==> config.mk <==
export PLATFORM = sky130hd
export DESIGN_NAME = paired_tlb
export DESIGN_NICKNAME = d
export VERILOG_FILES = /design/src/rtl/tlb_pkg.sv /design/src/rtl/tlb_match_cell.sv /design/src/rtl/tlb_lowest_pick.sv /design/src/rtl/tlb_entry_store.sv /design/src/rtl/paired_tlb.sv
export SDC_FILE = /design/constraint.sdc
export NUM_CORES = 2
export LEC_CHECK = 0
export CAP_MARGIN = 10
export CORE_UTILIZATION = 30
export DETAILED_ROUTE_END_ITERATION = 8
export DONT_BUFFER_PORTS = 1
export PLACE_DENSITY = 0.53
export SLEW_MARGIN = 20
export SYNTH_ARGS = -nofsm -noshare
export SYNTH_HDL_FRONTEND = slang
export SYNTH_SLANG_ARGS = --single-unit
==> constraint.sdc <==
create_clock -name clk -period 3 [get_ports clk]
set_input_delay 0 -clock clk [delete_from_list [all_inputs] [get_ports clk]]
set_output_delay 0 -clock clk [all_outputs]
set_load 0.02 [all_outputs]
==> src/rtl/tlb_pkg.sv <==
package tlb_pkg;
  localparam int VPN_W  = 19;
  localparam int PFN_W  = 20;
  localparam int ASID_W = 8;
  localparam int ATTR_W = 3;

  typedef struct packed {
    logic [PFN_W-1:0]  frame;
    logic [ATTR_W-1:0] attr;
    logic              dirty;
    logic              valid;
  } page_rec_t;

  typedef struct packed {
    logic [VPN_W-1:0]  tag;
    logic [VPN_W-1:0]  mask;
    logic [ASID_W-1:0] asid;
    logic              glob;
    page_rec_t         even;
    page_rec_t         odd;
  } tlb_entry_t;

  localparam int ENT_W = $bits(tlb_entry_t);
endpackage

==> src/rtl/tlb_match_cell.sv <==
module tlb_match_cell
  import tlb_pkg::*;
(
  input  tlb_entry_t        ent,
  input  logic [VPN_W-1:0]  vpn,
  input  logic [ASID_W-1:0] asid,
  output logic              match
);
  logic live, tag_ok, id_ok;

  always_comb begin
    live   = ent.even.valid | ent.odd.valid;
    tag_ok = ((vpn ^ ent.tag) & ~ent.mask) == '0;
    id_ok  = ent.glob | (ent.asid == asid);
    match  = live & tag_ok & id_ok;
  end
endmodule

==> src/rtl/tlb_lowest_pick.sv <==
module tlb_lowest_pick #(
  parameter int DEPTH = 16,
  localparam int IDX_W = $clog2(DEPTH)
) (
  input  logic [DEPTH-1:0] req,
  output logic             any,
  output logic [IDX_W-1:0] idx
);
  always_comb begin
    idx = '0;
    for (int i = DEPTH - 1; i >= 0; i--) begin
      if (req[i]) idx = IDX_W'(i);
    end
    any = |req;
  end
endmodule

==> src/rtl/tlb_entry_store.sv <==
module tlb_entry_store
  import tlb_pkg::*;
#(
  parameter int DEPTH = 16,
  localparam int IDX_W = $clog2(DEPTH)
) (
  input  logic                   clk,
  input  logic                   rst_n,
  input  logic                   flush,
  input  logic                   wr_en,
  input  logic [IDX_W:0]         wr_idx,
  input  tlb_entry_t             wr_data,
  input  logic                   ptr_adv,
  output tlb_entry_t [DEPTH-1:0] ent_q,
  output logic [IDX_W-1:0]       ptr_q
);
  localparam logic [IDX_W:0]   LIMIT = (IDX_W+1)'(DEPTH);
  localparam logic [IDX_W-1:0] LAST  = IDX_W'(DEPTH - 1);

  logic in_range;
  assign in_range = wr_idx < LIMIT;

  always_ff @(posedge clk or negedge rst_n) begin
    if (!rst_n) begin
      ent_q <= '0;
      ptr_q <= '0;
    end else if (flush) begin
      ent_q <= '0;
      ptr_q <= '0;
    end else begin
      if (wr_en && in_range) ent_q[wr_idx[IDX_W-1:0]] <= wr_data;
      if (ptr_adv) ptr_q <= (ptr_q == LAST) ? '0 : ptr_q + 1'b1;
    end
  end

  assert_oob_write_ignored_R7: assert property (@(posedge clk) disable iff (!rst_n)
    (wr_en && !in_range && !flush) |=> $stable(ent_q));

  assert_flush_clears_R9: assert property (@(posedge clk) disable iff (!rst_n)
    flush |=> (ptr_q == '0 && ent_q == '0));

  assert_ptr_holds_R10: assert property (@(posedge clk) disable iff (!rst_n)
    (!flush && !ptr_adv) |=> $stable(ptr_q));
endmodule

==> src/rtl/paired_tlb.sv <==
module paired_tlb
  import tlb_pkg::*;
#(
  parameter int DEPTH = 16,
  localparam int IDX_W = $clog2(DEPTH)
) (
  input  logic                  clk,
  input  logic                  rst_n,
  input  logic                  lk_valid,
  input  logic [VPN_W-1:0]      lk_vpn,
  input  logic [ASID_W-1:0]     lk_asid,
  output logic                  hit,
  output logic [IDX_W-1:0]      hit_idx,
  output logic [IDX_W:0]        probe_res,
  output logic [ENT_W-1:0]      hit_data,
  input  logic                  wr_en,
  input  logic [IDX_W:0]        wr_idx,
  input  logic [ENT_W-1:0]      wr_data,
  input  logic                  flush,
  input  logic                  ptr_adv,
  output logic [IDX_W-1:0]      ptr,
  output logic [ENT_W-1:0]      ptr_data
);
  tlb_entry_t [DEPTH-1:0] ent_q;
  logic [DEPTH-1:0]       match_vec;
  logic                   any_match;

  tlb_entry_store #(.DEPTH(DEPTH)) u_store (
    .clk     (clk),
    .rst_n   (rst_n),
    .flush   (flush),
    .wr_en   (wr_en),
    .wr_idx  (wr_idx),
    .wr_data (tlb_entry_t'(wr_data)),
    .ptr_adv (ptr_adv),
    .ent_q   (ent_q),
    .ptr_q   (ptr)
  );

  for (genvar g = 0; g < DEPTH; g++) begin : g_cell
    tlb_match_cell u_cell (
      .ent   (ent_q[g]),
      .vpn   (lk_vpn),
      .asid  (lk_asid),
      .match (match_vec[g])
    );
  end

  tlb_lowest_pick #(.DEPTH(DEPTH)) u_pick (
    .req (match_vec),
    .any (any_match),
    .idx (hit_idx)
  );

  always_comb begin
    hit       = lk_valid & any_match;
    probe_res = hit ? {1'b0, hit_idx} : '1;
    hit_data  = hit ? ENT_W'(ent_q[hit_idx]) : '0;
    ptr_data  = ENT_W'(ent_q[ptr]);
  end

  assert_hit_is_match_R4: assert property (@(posedge clk) disable iff (!rst_n)
    hit |-> match_vec[hit_idx]);

  assert_lowest_wins_R4: assert property (@(posedge clk) disable iff (!rst_n)
    hit |-> ((match_vec & ((DEPTH'(1) << hit_idx) - DEPTH'(1))) == '0));

  assert_probe_code_R5: assert property (@(posedge clk) disable iff (!rst_n)
    hit |-> (probe_res[IDX_W] == 1'b0 && probe_res[IDX_W-1:0] == hit_idx));

  assert_idle_no_hit_R12: assert property (@(posedge clk) disable iff (!rst_n)
    !lk_valid |-> (!hit && &probe_res));
endmodule

==> results.sh <==
export IMPL_cp_top_family="buffers and inverters"
export IMPL_power_density_mw_per_mm2=407
export IMPL_switching_share_pct=27.8
export IMPL_synth_cell_area_mm2=0.0881
export IMPL_ant_nets=0
export IMPL_ys_async_sr_fraction_pct=100
export IMPL_yosysUniqueCellTypes=49
export IMPL_yosys_warnings=0
export IMPL_ys_flop_type="dfrtp_1"
export IMPL_tritoncts="built"
export IMPL_power_leakage_nw=59.8
export IMPL_clkPwrFrac_pct=47.1
export IMPL_syn_num_nets=8556
export IMPL_post_dp_cell_area_mm2=0.104
export IMPL_r2r_start="u_store.ptr_q[1]$_DFFE_PN0P_"
export IMPL_core_mm2=0.292
export IMPL_crit_path_top_delay_cell="xnor2_1"
export IMPL_fmax_ghz=0.204
export IMPL_path_cells="xnor2_1, o22ai_1, nor2_1, buf_4, nand3_1, nor3_4, o21ba_2, a221oi_4, buf_12, buf_12, buf_16, buf_16, buf_4, mux2i_1, o22ai_1, nor2_1, nand2_2, buf_6"
export IMPL_grt_pass1_wl_um=734000
export IMPL_crit_path_start_kind="flop"
export IMPL_final_nets=10533
export IMPL_endpoint_kind="output pin"
export IMPL_grt_pass1_vias=88578
export IMPL_grt_remaining_overflow=0
export IMPL_drv_slew=0
export IMPL_die_h_um=544
export IMPL_place_ws_ps=-1890
export IMPL_grt_usage_pct=35.4
export IMPL_start_util_pct=30.2
export IMPL_numCtsBuffers=191
export IMPL_power_switching_mw=14.4
export IMPL_max_stage_delay_ps=470
export IMPL_worst_r2r_endpoint="u_store.ptr_q[3]$_DFFE_PN0P_"
export IMPL_cp_max_fo=8
export IMPL_clock_path_buffers=4
export IMPL_worstPathArrival_ps=4910
export IMPL_num_rows=198
export IMPL_synth_avg_cell_area_um2=10.5
export IMPL_synthCells=8420
export IMPL_vdd_drop_max_mv=0.461
export IMPL_layout_common_cells="1549 x dfrtp_1, 1448 x buf_4, 1175 x a22o_1, 979 x mux2i_1, 844 x nand2_1"
export IMPL_worst_slew_pin_slew_ps=1320
export IMPL_multi_input_area_mm2=0.0488
export IMPL_regArea_mm2=0.0390
export IMPL_wire_per_inst_um=38.3
export IMPL_die_area_mm2=0.296
export IMPL_hold_class="primary input to flop"
export IMPL_min_period_ps=4910
export IMPL_hp_start="wr_idx[2]"
export IMPL_drive_gt1_share_pct=30.1
export IMPL_design_area_mm2=0.127
export IMPL_relSlewSlack_pct=12.0
export IMPL_drt_iter0_drc=13905
export IMPL_placed_cells=13008
export IMPL_synth_edff_count=0
export IMPL_clock_latency_ps=900
export IMPL_layout_cells_non_filler=14489
export IMPL_timing_final_crit_share_pct=164
export IMPL_io_buffers=0
export IMPL_total_power_mw=51.9
export IMPL_drc=0
export IMPL_fillers=27234
export IMPL_power_frac_seq_pct=41.1
export IMPL_cp_startpoint="u_store.ent_q[864]$_DFFE_PN0P_"
export IMPL_whs_endpoint="u_store.ent_q[244]$_DFFE_PN0P_"
export IMPL_holdPathStages=5
export IMPL_intPower_mw=37.4
export IMPL_setup_violations_final=209
export IMPL_hold_violations=0
export IMPL_path_buf_inv=7
export IMPL_design_portCount=343
export IMPL_violations="negative setup slack"
export IMPL_ys_seq_area_share_pct=44.2
export IMPL_grt_antenna_before_repair=69
export IMPL_dp_hpwl_um=332000
export IMPL_vias_per_cell=6.44
export IMPL_clock_root_buffer="clkbuf_16"
export IMPL_status="finished with violations"
export IMPL_clk_pin_slew_worst_paths_ps=60
export IMPL_drt_first_pass_iters=7
export IMPL_place_congestion=1.11
export IMPL_rsz0062_at_grt="true"
export IMPL_wirelength_um=556000
export IMPL_r2r_cells=6
export IMPL_p_comb_share_pct=11.8
export IMPL_fin_skew_ps=10.4
export IMPL_r2r_setup_slack_ps=0
export IMPL_dr_total_vias=93295
export IMPL_grt_max_degree=227
export IMPL_required_ps=3000
export IMPL_h_tree_depth=4
export IMPL_max_cap_violations=0
export IMPL_cts_sinks=1556
export IMPL_syn_to_final_growth_pct=44.5
export IMPL_final_common_cell="dfrtp_1"
export IMPL_fin_ws_ps=-1910
export IMPL_die_w_um=544
export IMPL_path_class="flop to output pin"
export IMPL_ys_ff_latch=1556
==> cells in the mapped netlist (25+ instances only) <==
cell | instances | area [um2]
dfrtp_1 | 1556 | 38900
a22o_1 | 1175 | 10300
mux2i_1 | 1068 | 10700
nand2_1 | 976 | 3660
clkbuf_1 | 715 | 2680
o22ai_1 | 564 | 3530
a21oi_1 | 486 | 2430
xnor2_1 | 368 | 3220
nor2_1 | 283 | 1060
o21ai_0 | 197 | 986
mux4_2 | 194 | 4370
a221oi_1 | 98 | 858
a22oi_1 | 97 | 728
mux2_2 | 97 | 1090
and2_1 | 83 | 519
buf_2 | 73 | 365
xor2_1 | 65 | 569
buf_1 | 61 | 229
buf_4 | 54 | 405
nor4_1 | 54 | 338
nor3_1 | 35 | 175
buf_6 | 25 | 282
==> final cells by class <==
cell class	instances	share of cell area, %
Timing Repair Buffer	2712	22.1
Antenna cell	50	0.0983
Multi-Input combinational cell	5931	38.4
Tap cell	3900	3.83
Inverter	5	0.0167
Sequential cell	1556	30.6
Clock buffer	265	4.31
Clock inverter	70	0.674
==> flip-flops by register name, indices dropped and copies added, names as in the netlist <==
signal,count
u_store.ent_q,1552
u_store.ptr_q,4
==> metal layers <==
metal,wire length [um],GRT usage (%),vias to the layer above
met1,205000,45.1,47391
met3,77300,12.0,2270
met2,225000,50.4,8019
li1,-,-,35580
met5,262,0,-
met4,47300,24.1,35
==> cells by family (layout without fill, tap and decap cells) <==
family                     after synthesis  after routing  share of synthesized area, %
other                                    0             50                             0
xor gates and xnor gates               433            433                          4.30
muxes                                 1359           1359                          18.3
AOI/OAI and AO/OA                     2645           2645                          21.6
buffers and inverters                  933           3052                          4.52
DFF                                   1556           1556                          44.2
adders and majority gates                1              1                        0.0142
and+or+nand+nor                       1493           1493                          7.00
==> how the worst max path moves through the flow <==
stage / endpoint / slack, ps / cells after the start
6_report: hit_data[86] / -1910 / 18
5_1_grt: hit_data[86] / -1910 / 19
4_1_cts: hit_data[63] / -1830 / 18
3_5_place_dp: hit_data[62] / -1890 / 17
3_3_place_gp: hit_data[62] / -1850 / 17
2_1_floorplan: hit_data[49] / 160 / 13
==> timing repair <==
action	CTS	global route
setup endpoints to repair	203	499
pin swaps	115	276
gates cloned	37	64
gates resized for setup	421	662
hold endpoints to repair	2465	321
setup buffers	49	194
hold buffers	766	1
==> metrics by stage <==
stage	TNS, ps	util [%]	hold slack, ps
2_1_floorplan	0	-	-296
5_1_grt	-206250	43.6	58.5
6_report	-200570	43.7	53.9
3_3_place_gp	-161530	35.6	-285
3_5_place_dp	-231380	35.6	-285
4_1_cts	-369330	41.7	9.94
==> worst min-delay path: stages <==
cell	delay, ps
nor4_2	40
buf_4	170
nand2_1	70
a21oi_1	50
dlygate4sd3_1	550
==> power groups by stage <==
stage | combinational (mW) | clock (mW) | sequential, mW
floorplan | 2.10 | 0 | 21.6
global placement | 4.53 | 0 | 21.7
detailed placement | 4.56 | 0 | 21.7
CTS | 5.21 | 24.4 | 21.3
global route | 6.09 | 25.2 | 21.3
finish | 6.13 | 24.4 | 21.3
(Power assumes the default switching activity.)
